**src/rtl/pwb_pkg.sv**
```systemverilog
package pwb_pkg;
  // Clocks of extra wait selected by the two-bit request delay code.
  function automatic logic [4:0] delay_clocks(input logic [1:0] code);
    case (code)
      2'd0:    delay_clocks = 5'd0;
      2'd1:    delay_clocks = 5'd4;
      2'd2:    delay_clocks = 5'd8;
      default: delay_clocks = 5'd16;
    endcase
  endfunction

  // Words in one cache line as picked by the line-size select.
  function automatic logic [4:0] line_words(input logic sel16);
    line_words = sel16 ? 5'd16 : 5'd8;
  endfunction
endpackage

```
**src/rtl/pwb_fifo.sv**
```systemverilog
module pwb_fifo #(
  parameter int DW    = 32,
  parameter int DEPTH = 32,
  localparam int PW   = $clog2(DEPTH),
  localparam int CW   = PW + 1
) (
  input  logic          clk,
  input  logic          rst_n,
  input  logic          push,
  input  logic          pop,
  input  logic [DW-1:0] din,
  output logic [DW-1:0] dout,
  output logic [CW-1:0] count,
  output logic          empty,
  output logic          full,
  output logic          push_ok,
  output logic          pop_ok,
  output logic          ovf
);
  logic [DW-1:0] mem [DEPTH];
  logic [PW-1:0] wptr, rptr;

  function automatic logic [PW-1:0] bump(input logic [PW-1:0] p);
    bump = (p == PW'(DEPTH - 1)) ? '0 : p + 1'b1;
  endfunction

  assign empty   = (count == '0);
  assign full    = (count == CW'(DEPTH));
  assign push_ok = push && !full;
  assign pop_ok  = pop && !empty;
  assign dout    = mem[rptr];

  always_ff @(posedge clk) begin
    if (push_ok) mem[wptr] <= din;
  end

  always_ff @(posedge clk or negedge rst_n) begin
    if (!rst_n) begin
      wptr  <= '0;
      rptr  <= '0;
      count <= '0;
      ovf   <= 1'b0;
    end else begin
      if (push_ok) wptr <= bump(wptr);
      if (pop_ok)  rptr <= bump(rptr);
      count <= count + CW'(push_ok) - CW'(pop_ok);
      if (push && full) ovf <= 1'b1;
    end
  end
endmodule

```
**src/rtl/pwb_burst.sv**
```systemverilog
module pwb_burst #(
  parameter int AW   = 32,
  parameter int LENW = 6
) (
  input  logic            clk,
  input  logic            rst_n,
  input  logic            push_ok,
  input  logic            last,
  input  logic [AW-1:0]   addr,
  input  logic            line_mode,
  input  logic            line16,
  output logic            first,
  output logic            active,
  output logic [LENW-1:0] len,
  output logic            err,
  output logic [AW-1:0]   start_addr
);
  import pwb_pkg::*;

  logic [LENW-1:0] len_inc;

  assign active  = (len != '0);
  assign first   = push_ok && !active;
  assign len_inc = (len == '1) ? len : len + 1'b1;

  always_ff @(posedge clk or negedge rst_n) begin
    if (!rst_n) begin
      len        <= '0;
      err        <= 1'b0;
      start_addr <= '0;
    end else if (push_ok) begin
      if (first) start_addr <= addr;
      if (last) begin
        len <= '0;
        if (line_mode && (len_inc != LENW'(line_words(line16)))) err <= 1'b1;
      end else begin
        len <= len_inc;
      end
    end
  end
endmodule

```
**src/rtl/pwb_req.sv**
```systemverilog
module pwb_req #(
  parameter int LENW = 6
) (
  input  logic            clk,
  input  logic            rst_n,
  input  logic            burst_first,
  input  logic            burst_active,
  input  logic [LENW-1:0] burst_len,
  input  logic            fifo_empty,
  input  logic            bus_gnt,
  input  logic [1:0]      delay_code,
  input  logic            line_mode,
  input  logic            line16,
  output logic            bus_req,
  output logic            raise,
  output logic            dly_done
);
  import pwb_pkg::*;

  logic       pend;
  logic [4:0] dly_cnt;
  logic       gate_ok, drop;

  assign dly_done = (dly_cnt >= delay_clocks(delay_code));
  assign gate_ok  = !line_mode || !burst_active ||
                    (burst_len >= LENW'(line_words(line16)));
  assign raise    = pend && dly_done && gate_ok;
  assign drop     = fifo_empty && !burst_active && !pend;

  always_ff @(posedge clk or negedge rst_n) begin
    if (!rst_n) begin
      pend    <= 1'b0;
      dly_cnt <= '0;
      bus_req <= 1'b0;
    end else begin
      if (burst_first) begin
        pend    <= 1'b1;
        dly_cnt <= '0;
      end else if (bus_gnt && bus_req) begin
        pend    <= 1'b0;
        dly_cnt <= '0;
      end else if (pend && !dly_done) begin
        dly_cnt <= dly_cnt + 1'b1;
      end
      if (raise)     bus_req <= 1'b1;
      else if (drop) bus_req <= 1'b0;
    end
  end
endmodule

```
**src/rtl/pwb_top.sv**
```systemverilog
module pwb_top #(
  parameter int DW    = 32,
  parameter int AW    = 32,
  parameter int DEPTH = 32,
  localparam int TW   = $clog2(DEPTH),
  localparam int CW   = TW + 1
) (
  input  logic          clk,
  input  logic          rst_n,
  input  logic [TW-1:0] cfg_af_thresh,
  input  logic [1:0]    cfg_delay,
  input  logic          cfg_line_mode,
  input  logic          cfg_line16,
  input  logic          wr_en,
  input  logic [DW-1:0] wr_data,
  input  logic          wr_last,
  input  logic [AW-1:0] wr_addr,
  input  logic          rd_en,
  output logic [DW-1:0] rd_data,
  output logic          fifo_empty,
  output logic          af_n,
  output logic          overflow,
  output logic          burst_err,
  output logic          bus_req,
  input  logic          bus_gnt,
  output logic [AW-1:0] req_addr
);
  logic [CW-1:0] count;
  logic          fifo_full, push_ok, pop_ok;
  logic          burst_first, burst_active;
  logic [CW-1:0] burst_len;
  logic          raise_w, dly_done_w;

  pwb_fifo #(.DW(DW), .DEPTH(DEPTH)) u_fifo (
    .clk(clk), .rst_n(rst_n), .push(wr_en), .pop(rd_en), .din(wr_data),
    .dout(rd_data), .count(count), .empty(fifo_empty), .full(fifo_full),
    .push_ok(push_ok), .pop_ok(pop_ok), .ovf(overflow)
  );

  pwb_burst #(.AW(AW), .LENW(CW)) u_burst (
    .clk(clk), .rst_n(rst_n), .push_ok(push_ok), .last(wr_last),
    .addr(wr_addr), .line_mode(cfg_line_mode), .line16(cfg_line16),
    .first(burst_first), .active(burst_active), .len(burst_len),
    .err(burst_err), .start_addr(req_addr)
  );

  pwb_req #(.LENW(CW)) u_req (
    .clk(clk), .rst_n(rst_n), .burst_first(burst_first),
    .burst_active(burst_active), .burst_len(burst_len),
    .fifo_empty(fifo_empty), .bus_gnt(bus_gnt), .delay_code(cfg_delay),
    .line_mode(cfg_line_mode), .line16(cfg_line16),
    .bus_req(bus_req), .raise(raise_w), .dly_done(dly_done_w)
  );

  assign af_n = !(count > CW'(cfg_af_thresh));
endmodule

```
**config.mk**
```make
export PLATFORM = sky130hd
export DESIGN_NAME = pwb_top
export DESIGN_NICKNAME = d
export VERILOG_FILES = /design/src/rtl/pwb_pkg.sv /design/src/rtl/pwb_fifo.sv /design/src/rtl/pwb_burst.sv /design/src/rtl/pwb_req.sv /design/src/rtl/pwb_top.sv
export SDC_FILE = /design/constraint.sdc
export NUM_CORES = 1
export LEC_CHECK = 0
export ABC_AREA = 1
export BUFFER_PORTS_ARGS = -buffer_cell sky130_fd_sc_hd__buf_2
export CORE_AREA = 2 2 288 290
export CTS_CLUSTER_SIZE = 24
export DETAILED_ROUTE_END_ITERATION = 8
export DIE_AREA = 0 0 290 292
export GPL_ROUTABILITY_DRIVEN = 0
export PLACE_DENSITY_LB_ADDON = 0.12
export SYNTH_ARGS = -nofsm -noshare
export SYNTH_HDL_FRONTEND = slang
export SYNTH_SLANG_ARGS = --single-unit
```
**constraint.sdc**
```tcl
create_clock -name clk -period 5.1 [get_ports clk]
set_input_delay 0 -clock clk [delete_from_list [all_inputs] [get_ports clk]]
set_output_delay 0 -clock clk [all_outputs]
set_load 0.03 [all_outputs]
```
==> summary.md <==
| Metric | Value |
|---|---|
| Fin crit share | between 70% and 80% |
| Max Root-Sink Buffers | 3 |
| Drt pass-1 iters | 5 |
| H-tree Lvls | 3 |
| Register area share after synthesis | 72.8% |
| Most used cell, CP | inv_1 |
| Synthesis Warnings | 0 |
| Worst-Margin Slew | around 1.3 ns |
| Vias per inst | between 5 and 6 |
| Net Count, Synth | between 3000 and 4000 |
| Synthesized instance count | 3772 |
| Share of layout cells above drive strength 1 | roughly 11% |
| Clock latency on the worst-skew pair | roughly 0.7 ns |
| DR iter-0 viols | between 3000 and 4000 |
| Initial Util | between 50 and 60% |
| Post-Route WL | 120000 um |
| Peak Freq | ~250 MHz |
| Avg WL per Cell | 23.4 um |
| Arr. time, crit path | about 4.4 ns |
| Die H | ~290 um |
| Grt total ovfl | 0 |
| Vias in the first global route | between 20000 and 30000 |
| Relative slew slack | about 15% |
| Status | finished, final reports clean |
| Max incr delay on CP | 1.02 ns |
| Setup TNS | 0 ns |
| Cell row count | about 110 |
| CP max FO | 24 |
| Die area | 84700 um2 |
| Worst setup EP type | register |
| N_diodes | 0 |
| Post-CTS resize count | 0 |
| Antenna violations before repair | 1 |
| Vias | 29277 |
| Final Total Pwr | between 20 and 30 mW |
| Final setup vio count | 0 |
| Layout area overhead | 14.0% |
| Synth Area per Inst | 11.8 um2 |
| Max cap viols | 0 |
| CTS tree | done |
| Slowest-stage cell, CP | nor2_4 |
| Leak Pwr | 18.8 nW |
| Sequential Area | about 32000 um2 |
| Post-synth EDFFs | between 1000 and 1500 |
| Fin. max-slew vios | 0 |
| Post-synthesis cell area | 44400 um2 |
| Setup CP Type | reg2reg |
| Register bit total from synthesis | between 1000 and 1500 |
| Commonest cells after routing, fill and taps aside | nand2_1 (1334), edfxtp_1 (1024), nand3_1 (670) |
| Clk sinks | 1087 |
| IO buf count | 147 |
| Root buf cell | clkbuf_16 |
| Core Region | about 82000 um2 |
| Number of library cell types mapped by synthesis | 27 |
| Global Route Usage Sum | 28.3% |
| First-pass GRT wire length | approximately 180000 um |
| CP Launch Type | register |
| # IOs | between 100 and 150 |
| RSZ-0062 raised after global routing | false |
| Worst clock skew | approximately 0.026 ns |
| Ys async rst share | under 10% |
| Antenna-violating nets left | 0 |
| Cells after DPL | approximately 4800 |
| Tmin final | 3.97 ns |
| Final #Nets | 4051 |
| Worst vdd ir | around 440 uV |
| DP Wirelength | 67300 um |
| Cells on worst reg2reg path | 8 |
| Critical-path cell list | inv_1, ha_1, nand4_1, nand2_2, inv_1, nand2_1, nor2_4, buf_4 |
| Commonest non-fill, non-tap cell in the layout | nand2_1 |
| Residual DRC | 0 |
| Critical path data required time | ~5.5 ns |
| Largest net degree at the start of global routing | 186 |
| Fillcell total | roughly 6300 |
| DIE WIDTH | between 200 and 300 um |
| Clock buffer count from CTS | approximately 110 |
| Area of the multi-input gates | ~11000 um2 |
| Hold WC Path Type | in2async |
| Worst-path clk slew | approximately 0.060 ns |
| Cell Pwr Density | approximately 560 nW/um2 |
| Primary FF master, synth | edfxtp_1 |
| Fin. Hold Viols | 0 |
| Final Non-Filler Cells | slightly above 5000 |
## state kept, by name, summed over array words and instances (netlist names)
register	count
u_fifo.mem	1024
u_burst.start_addr	32
u_burst.len	6
u_fifo.count	6
u_fifo.rptr	5
u_fifo.wptr	5
u_req.dly_cnt	5
u_burst.err	1
u_fifo.ovf	1
u_req.bus_req	1
u_req.pend	1
## cells by family after synthesis
logic type / after synthesis / share of synthesized area (%)
simple gates: 2104 / 19.8
flops: 1087 / 72.8
buf+inv: 284 / 3.27
compound gates: 259 / 3.12
fa+ha+maj: 31 / 0.891
xor+xnor: 7 / 0.138
## metrics by stage
stage               setup WS (ns)  instance area, um2  utilization (%)  hold slack [ns]
finish                       1.13               50600             62.1           0.0414
CTS                          1.17               50600             62.1           0.0177
global placement             1.24               46100             56.6            0.200
global route                0.923               50600             62.1           0.0535
detailed placement           1.17               46100             56.6            0.206
floorplan                    1.57               44400                -           -0.296
## metal layers
metal,track usage [%],routed length [um]
met5,0,11
met4,7.93,2730
met3,4.38,9370
met1,40.3,50300
met2,45.8,57300
## worst max-delay path: cells and delay by family, from the launching register on
family                     cells  cell delay (ns)
and+or+nand+nor                4             2.10
buffers and inverters          3             0.97
DFF                            1             0.38
adders and majority gates      1             0.21
## final cells by class
cell class                      instances  area share (%)
Clock buffer                          137            5.95
Clock inverter                         75            1.43
Inverter                               56           0.472
Multi-Input combinational cell       2401            21.4
Sequential cell                      1087            63.9
Tap cell                             1070            2.64
Timing Repair Buffer                  284            4.20
## final timing paths
kind,slack [ns],from,to
max in group asynchronous,4.42,rst_n,u_fifo.rptr[0]
worst min-delay path,0.04,rst_n,u_burst.err
worst max-delay path,1.13,u_fifo.count[2],u_fifo.mem[4][12]
worst min register to register,0.46,u_burst.start_addr[20],u_burst.start_addr[20]
min in group clk,0.04,cfg_delay[1],u_req.dly_cnt[4]
worst max register to register,1.13,u_fifo.count[2],u_fifo.mem[4][12]
## cell usage after synthesis (4+ instances only)
cell / number / area (um2)
nand4_1: 5 / 31.3
o31ai_1: 32 / 240
o21ai_0: 22 / 110
edfxtp_1: 1024 / 30700
buf_1: 18 / 67.6
inv_1: 51 / 191
ha_1: 30 / 375
inv_2: 4 / 15.0
buf_6: 9 / 101
nor3_1: 12 / 60.1
a21oi_1: 199 / 996
o22ai_1: 4 / 25.0
nor2_1: 78 / 293
xor2_1: 7 / 61.3
nand2_1: 1334 / 5010
dfrtp_1: 63 / 1580
buf_4: 41 / 308
buf_2: 126 / 631
clkbuf_1: 34 / 128
nand3_1: 670 / 3350
## power by group
part           leakage [nW]  switching [mW]  internal (mW)  total, mW
logic                  6.94            6.77           2.32       9.10
registers              10.0           0.404           10.4       10.8
clock network          1.83            3.44           4.85       8.28
total                  18.8            10.6           17.6       28.2
## repair_timing
action                                 4_1_cts  5_1_grt
endpoints found under the hold margin     1140        0
hold buffers                                75        0
buffers inserted                             0        0
(Power assumes the default switching activity.)
